==> src/rtl/lpm_pkg.sv <==
package lpm_pkg;

   typedef enum logic [1:0] {
      PM_ACTIVE  = 2'd0,
      PM_HALT    = 2'd1,
      PM_STARTUP = 2'd2,
      PM_IDLE    = 2'd3
   } pm_state_e;

   localparam logic [1:0] CLKSRC_RC = 2'd2;

endpackage

==> src/rtl/lpm_sync.sv <==
module lpm_sync #(
   parameter int STAGES = 2
) (
   input  logic clk,
   input  logic rst_n,
   input  logic d_async,
   output logic q_sync
);

   generate
      if (STAGES < 2) begin : g_bad_stages
         $error("lpm_sync: STAGES must be at least 2");
      end
   endgenerate

   logic [STAGES-1:0] chain_q;

   always_ff @(posedge clk or negedge rst_n) begin
      if (!rst_n) chain_q <= '0;
      else        chain_q <= {chain_q[STAGES-2:0], d_async};
   end

   assign q_sync = chain_q[STAGES-1];

endmodule

==> src/rtl/lpm_prescaler.sv <==
module lpm_prescaler #(
   parameter int DIVIDE = 10
) (
   input  logic clk,
   input  logic rst_n,
   input  logic run,
   output logic tick
);

   generate
      if (DIVIDE < 2) begin : g_bad_divide
         $error("lpm_prescaler: DIVIDE must be at least 2");
      end
   endgenerate

   localparam int CW = $clog2(DIVIDE);
   localparam logic [CW-1:0] LAST = CW'(DIVIDE - 1);

   logic [CW-1:0] cnt_q;

   always_ff @(posedge clk or negedge rst_n) begin
      if (!rst_n)             cnt_q <= '0;
      else if (!run)          cnt_q <= '0;
      else if (cnt_q == LAST) cnt_q <= '0;
      else                    cnt_q <= cnt_q + 1'b1;
   end

   assign tick = run && (cnt_q == LAST);

   // prescale count never leaves its range
   a_r3_prescale_range: assert property (@(posedge clk) disable iff (!rst_n)
      cnt_q <= LAST);

   // count returns to zero once stopped
   a_r3_prescale_idle_zero: assert property (@(posedge clk) disable iff (!rst_n)
      !run |=> cnt_q == '0);

endmodule

==> src/rtl/lpm_delay_timer.sv <==
module lpm_delay_timer #(
   parameter int LOAD_VALUE = 256
) (
   input  logic clk,
   input  logic rst_n,
   input  logic load,
   input  logic tick,
   output logic expired
);

   generate
      if (LOAD_VALUE < 1) begin : g_bad_load
         $error("lpm_delay_timer: LOAD_VALUE must be at least 1");
      end
   endgenerate

   localparam int TW = $clog2(LOAD_VALUE + 1);
   localparam logic [TW-1:0] START = TW'(LOAD_VALUE);

   logic [TW-1:0] remain_q;

   always_ff @(posedge clk or negedge rst_n) begin
      if (!rst_n)                         remain_q <= '0;
      else if (load)                      remain_q <= START;
      else if (tick && remain_q != '0)    remain_q <= remain_q - 1'b1;
   end

   assign expired = tick && (remain_q == TW'(1));

   // a load always restarts at the full start-up count
   a_r3_timer_load: assert property (@(posedge clk) disable iff (!rst_n)
      load |=> remain_q == START);

   // remaining count never exceeds the load value
   a_r3_timer_range: assert property (@(posedge clk) disable iff (!rst_n)
      remain_q <= START);

endmodule

==> src/rtl/lpm_wake_ctrl.sv <==
module lpm_wake_ctrl
   import lpm_pkg::*;
#(
   parameter int PRESCALE       = 10,
   parameter int STARTUP_CYCLES = 256,
   parameter int SYNC_STAGES    = 2
) (
   input  logic       clk_osc,
   input  logic       rst_n,
   input  logic       wake_async,
   input  logic       reg_wr,
   input  logic       reg_halt_bit,
   input  logic       reg_idle_bit,
   input  logic       cfg_wr,
   input  logic       cfg_clkdly,
   input  logic       halt_disable,
   input  logic [1:0] clk_opt,
   output logic       osc_en,
   output logic       core_clk_en,
   output logic       wdt_inhibit,
   output logic       pad_force_high,
   output logic       pad_tristate,
   output logic       halt_flag,
   output logic       idle_flag,
   output logic [1:0] pm_state
);

   pm_state_e state_q, state_d;
   logic      wake_s;
   logic      clkdly_q;
   logic      presc_run;
   logic      instr_tick;
   logic      timer_load;
   logic      timer_done;
   logic      src_is_rc;
   logic      skip_delay;
   logic      halt_req;
   logic      idle_req;

   lpm_sync #(.STAGES(SYNC_STAGES)) u_sync (
      .clk     (clk_osc),
      .rst_n   (rst_n),
      .d_async (wake_async),
      .q_sync  (wake_s)
   );

   lpm_prescaler #(.DIVIDE(PRESCALE)) u_presc (
      .clk   (clk_osc),
      .rst_n (rst_n),
      .run   (presc_run),
      .tick  (instr_tick)
   );

   lpm_delay_timer #(.LOAD_VALUE(STARTUP_CYCLES)) u_timer (
      .clk     (clk_osc),
      .rst_n   (rst_n),
      .load    (timer_load),
      .tick    (instr_tick),
      .expired (timer_done)
   );

   always_ff @(posedge clk_osc or negedge rst_n) begin
      if (!rst_n)      clkdly_q <= 1'b0;
      else if (cfg_wr) clkdly_q <= cfg_clkdly;
   end

   assign src_is_rc  = (clk_opt == CLKSRC_RC);
   assign skip_delay = src_is_rc && !clkdly_q;
   assign halt_req   = reg_wr && reg_halt_bit && !halt_disable;
   assign idle_req   = reg_wr && reg_idle_bit;

   always_comb begin
      state_d = state_q;
      unique case (state_q)
         PM_ACTIVE: begin
            if (halt_req)      state_d = PM_HALT;
            else if (idle_req) state_d = PM_IDLE;
         end
         PM_HALT: begin
            if (wake_s) state_d = skip_delay ? PM_ACTIVE : PM_STARTUP;
         end
         PM_STARTUP: begin
            if (timer_done) state_d = PM_ACTIVE;
         end
         PM_IDLE: begin
            if (wake_s) state_d = PM_ACTIVE;
         end
         default: state_d = PM_ACTIVE;
      endcase
   end

   always_ff @(posedge clk_osc or negedge rst_n) begin
      if (!rst_n) state_q <= PM_ACTIVE;
      else        state_q <= state_d;
   end

   assign timer_load = (state_q == PM_HALT) && (state_d == PM_STARTUP);
   assign presc_run  = (state_q == PM_STARTUP) || (state_q == PM_IDLE);

   assign osc_en         = (state_q != PM_HALT);
   assign core_clk_en    = (state_q == PM_ACTIVE);
   assign halt_flag      = (state_q == PM_HALT) || (state_q == PM_STARTUP);
   assign idle_flag      = (state_q == PM_IDLE);
   assign wdt_inhibit    = halt_flag;
   assign pad_force_high = (state_q == PM_HALT) && src_is_rc;
   assign pad_tristate   = (state_q == PM_HALT) && !src_is_rc;
   assign pm_state       = state_q;

   // watchdog inhibit and running core never overlap
   a_r9_wdt_vs_core: assert property (@(posedge clk_osc) disable iff (!rst_n)
      !(wdt_inhibit && core_clk_en));

   // pad modes are exclusive
   a_r10_pad_exclusive: assert property (@(posedge clk_osc) disable iff (!rst_n)
      !(pad_force_high && pad_tristate));

   // start-up keeps the oscillator on and the core gated
   a_r3_startup_outputs: assert property (@(posedge clk_osc) disable iff (!rst_n)
      (pm_state == 2'd2) |-> (osc_en && !core_clk_en));

   // with the disable option HALT is never entered from ACTIVE
   a_r6_halt_blocked: assert property (@(posedge clk_osc) disable iff (!rst_n)
      (halt_disable && state_q == PM_ACTIVE) |=> (pm_state != 2'd1));

   // HALT is held until the synchronised wakeup appears
   a_r4_halt_holds: assert property (@(posedge clk_osc) disable iff (!rst_n)
      (state_q == PM_HALT && !wake_s) |=> (pm_state == 2'd1));

   // wakeup while ACTIVE without a write keeps ACTIVE
   a_r12_active_stays: assert property (@(posedge clk_osc) disable iff (!rst_n)
      (state_q == PM_ACTIVE && !reg_wr) |=> core_clk_en);

   // start-up ends only on an instruction tick
   a_r3_release_on_tick: assert property (@(posedge clk_osc) disable iff (!rst_n)
      (state_q == PM_STARTUP && !instr_tick) |=> (pm_state == 2'd2));

endmodule

==> config.mk <==
export PLATFORM = sky130hd
export DESIGN_NAME = lpm_wake_ctrl
export DESIGN_NICKNAME = d
export VERILOG_FILES = /design/src/rtl/lpm_pkg.sv /design/src/rtl/lpm_sync.sv /design/src/rtl/lpm_prescaler.sv /design/src/rtl/lpm_delay_timer.sv /design/src/rtl/lpm_wake_ctrl.sv
export SDC_FILE = /design/constraint.sdc
export NUM_CORES = 1
export LEC_CHECK = 0
export ABC_AREA = 1
export ABC_CLOCK_PERIOD_IN_PS = 2200
export BUFFER_PORTS_ARGS = -buffer_cell sky130_fd_sc_hd__buf_2
export CORE_AREA = 8 8 69 77
export CTS_CLUSTER_SIZE = 16
export DETAILED_ROUTE_END_ITERATION = 10
export DIE_AREA = 0 0 77 85
export MAX_ROUTING_LAYER = met4
export PLACE_DENSITY = 0.58
export SLEW_MARGIN = 0
export SYNTH_ARGS = -nofsm -noshare
export SYNTH_HDL_FRONTEND = slang
export SYNTH_HIERARCHICAL = 1
export SYNTH_SLANG_ARGS = --single-unit
==> constraint.sdc <==
create_clock -name clk_osc -period 2.2 [get_ports clk_osc]
set_input_delay 0.11 -clock clk_osc [delete_from_list [all_inputs] [get_ports clk_osc]]
set_output_delay 0.11 -clock clk_osc [all_outputs]
set_load 0.03 [all_outputs]
==> summary.txt <==
Logic synthesis
  • Ys Warns: 6
  • Mapped Avg Cell Area: 7.382 um2
  • Share of flip-flops with an asynchronous set or reset: 100.0%
  • Number of instances in the synthesized netlist: 160
  • Dominant register cell in the synthesized netlist: sky130_fd_sc_hd__dfrtp_1
  • Share of synthesized area occupied by flip-flops and latches: 38.14%
  • Netlist cell types: 23
  • Total standard cell area after synthesis: 0.001181 mm2
  • Post-synthesis register bit count: 18
  • Post-synth EDFFs: 0
  • Post-Synthesis Net Count: 180

Final layout
  • Most common library cell in the layout ignoring fill and taps: sky130_fd_sc_hd__nand2_1
  • Number of inserted diodes: 0
  • Final design utilization: 37.58%
  • Number of fill cells: 441
  • Final layout net count: 213
  • Leading cell types in the layout, fill and taps excluded: sky130_fd_sc_hd__nand2_1 (43), sky130_fd_sc_hd__inv_1 (21), sky130_fd_sc_hd__buf_2 (19)
  • Reg area: 455.4 um2
  • Relative area change from synthesis to final layout: 31.36%
  • Combined area of the multi-input logic cells: 693.2 um2
  • Layout cell share with drive strength beyond 1: 31.77%

Critical path
  • Critical Path Sink Type: flip-flop
  • Largest stage delay, worst path: 0.43 ns
  • Cell repeated most along the worst path: sky130_fd_sc_hd__nand2_1
  • Critical path launch point: pm_state[0]
  • Cell chain of the critical path: buf_6 > ha_4 > or2_4 > inv_2 > nor2_1 > inv_1 > nor3_2 > inv_1 > nand2_1 > nand2_1 > nand2_1 > nand2_1 > nand2_2 > nor2_4 > clkinv_4 > nand4_1 > nand2_1
  • Maximum fanout along the worst path: 5
  • Slowest cell on the critical path: sky130_fd_sc_hd__dfrtp_2
  • Required @ worst endpoint: 2.35 ns
  • Critical register-to-register path startpoint: pm_state[0]
  • Count of buffering cells on the critical path with inverters included: 5
  • Endpoint of the worst setup timing path: u_timer/remain_q[3]
  • Kind of cell adding the most delay to the critical path: simple AND/OR/NAND/NOR gates
  • Setup slack on the worst flop-to-flop path: 0.1 ns
  • Critical path start-end classification: flip-flop to flip-flop
  • Worst EP arrival: 2.25 ns
  • Number of cells on the worst reg-to-reg path: 17
  • Critical R2R Capture: u_timer/remain_q[3]
  • Critical Path Stages: 17
  • Kind of start point of the critical path: flip-flop

CTS
  • CTS tree: yes
  • H-tree levels: 1
  • Clock root cell: sky130_fd_sc_hd__clkbuf_8
  • Clk sinks: 18
  • Worst-path clk slew: 0.07 ns
  • Number of clock buffers inserted by TritonCTS: 3
  • CTS Buffer Depth: 2
  • Clock latency on the worst-skew pair: 0.25 ns

Route
  • Number of search-and-repair iterations in the first detailed-routing pass: 5
  • Vias per inst: 4.329
  • ANT nets after route: 0
  • Drt drc: 0
  • Sum of routed wire length over all layers: 2514 um
  • Average wire per cell in the routed design: 10.22 um
  • Starting DRC count in detailed routing: 28
  • Via count: 1065

GRT
  • Pin count of the biggest net entering global routing: 19
  • Via count of the first global-routing pass: 940
  • Initial antenna violation count: 0
  • Congestion Overflow GR: 0
  • Global-route wire length before repair: 4064 um
  • GRT Util Overall: 7.378%

STA
  • Setup repair after global routing missed its margin: yes
  • Hold Fails Final Rpt: 0
  • Slew HR: 72.67%
  • Slew of the pin with the lowest slew margin: 0.4099 ns
  • Number of setup violations in the final report: 0
  • Post-route clock period utilization: 95.58%
  • Clock period minus final worst setup slack: 2.103 ns
  • Maximum clock skew at final layout: 0.006629 ns
  • Max-slew violation count: 0
  • Final hold slack: 0.07061 ns
  • Fin worst setup slack: 0.09722 ns
  • FMAX: 475.6 MHz

Status
  • Result of the run: finished, final reports clean

Flow run
  • Total of max-cap violations: 0

Placement
  • Minimum setup slack after placement: 0.02286 ns
  • RePlAce Congestion: 0.8193
  • DP HPWL: 1805 um
  • Buffers added on ports: 19

Floorplan
  • I/O pins: 20
  • Starting utilization of the core area: 28.61%
  • Die Ht: 85 um
  • Die Area: 0.006545 mm2
  • X dimension of the die: 77 um
  • Floorplan core area: 0.004129 mm2
  • Number of placement rows: 25

Pwr
  • Peak VDD IR: 0.5894 mV
  • Power density over the cells: 967.1 mW/mm2
  • LEAKAGE: 0.8078 nW

Min path
  • Startpoint of the most critical hold path: cfg_wr
  • Class of the tightest hold or removal check: primary input to flip-flop
-- through the flow --
stage	power (mW)	instance area, um2	std cells	TNS [ns]
after global routing	1.600	1551	246	-0.1350
after floorplan	0.9631	1211	160	0
after global placement	1.111	1381	234	0
final	1.500	1551	246	0
after CTS	1.382	1456	240	0
after detailed placement	1.109	1381	234	0
-- sequential cells by signal, indices dropped and copies added, names as in the netlist --
name              cells
clkdly_q              1
pm_state              2
u_presc/cnt_q         4
u_sync/chain_q        2
u_timer/remain_q      9
-- power breakdown --
group,switching [mW],internal (mW)
Sequential,0.0573,0.376
Clock,0.109,0.159
Combinational,0.505,0.294
Total,0.671,0.829
-- area by class of cell --
class                           count  area share [%]
Clock buffer                        4           3.548
Inverter                           26           6.613
Multi-Input combinational cell    115           44.68
Sequential cell                    18           29.35
Tap cell                           54           4.355
Timing Repair Buffer               28           11.05
Timing Repair inverter              1          0.4032
-- per-layer routing --
metal / part of all wire [%] / vias to the layer above / track usage [%] / wire (um)
li1: - / 565 / - / -
met1: 45 / 492 / 8.442 / 1138
met2: 52 / 6 / 12.68 / 1319
met3: 1.5 / 2 / 1.268 / 38
met4: 0.68 / 0 / 2.577 / 17
met5: 0 / - / - / 0
-- cell usage after synthesis (3+ instances only) --
cell type | instances | area, um2
sky130_fd_sc_hd__nor2_4 | 3 | 33.78
sky130_fd_sc_hd__nand4_1 | 7 | 43.79
sky130_fd_sc_hd__inv_1 | 23 | 86.33
sky130_fd_sc_hd__dfrtp_1 | 18 | 450.4
sky130_fd_sc_hd__nand3_1 | 15 | 75.07
sky130_fd_sc_hd__ha_1 | 9 | 112.6
sky130_fd_sc_hd__nand2_2 | 4 | 25.02
sky130_fd_sc_hd__nor2_2 | 3 | 18.77
sky130_fd_sc_hd__nor2_1 | 16 | 60.06
sky130_fd_sc_hd__nand2_1 | 44 | 165.2
-- repair_timing --
action / 4_1_cts / 5_1_grt
hold buffers: 2 / 0
setup buffers: 0 / 5
hold endpoints to repair: 19 / 0
resized for setup: 0 / 14
setup endpoints to repair: 0 / 9
-- worst register-to-register path: stages, from the launching register on --
cell and delay, ns:
sky130_fd_sc_hd__dfrtp_2 0.43, sky130_fd_sc_hd__buf_6 0.13, sky130_fd_sc_hd__ha_4 0.15, sky130_fd_sc_hd__or2_4 0.23, sky130_fd_sc_hd__inv_2 0.04, sky130_fd_sc_hd__nor2_1 0.03
sky130_fd_sc_hd__inv_1 0.07, sky130_fd_sc_hd__nor3_2 0.04, sky130_fd_sc_hd__inv_1 0.07, sky130_fd_sc_hd__nand2_1 0.05, sky130_fd_sc_hd__nand2_1 0.06, sky130_fd_sc_hd__nand2_1 0.04
sky130_fd_sc_hd__nand2_1 0.09, sky130_fd_sc_hd__nand2_2 0.09, sky130_fd_sc_hd__nor2_4 0.20, sky130_fd_sc_hd__clkinv_4 0.12, sky130_fd_sc_hd__nand4_1 0.11, sky130_fd_sc_hd__nand2_1 0.05
-- how the worst min path moves through the flow --
stage | end | cells past startpoint
global route | clkdly_q | 2
finish | clkdly_q | 2
floorplan | clkdly_q | 0
CTS | clkdly_q | 2
global placement | u_sync/chain_q[1] | 1
detailed placement | u_sync/chain_q[1] | 1
-- logic make-up after synthesis --
group	synth area share, %
and+or+nand+nor	37.71
buffers and inverters	8.898
DFF	38.14
adders and majority gates	9.534
AOI/OAI and AO/OA	3.496
xor gates and xnor gates	2.225
(Power assumes the default switching activity.)
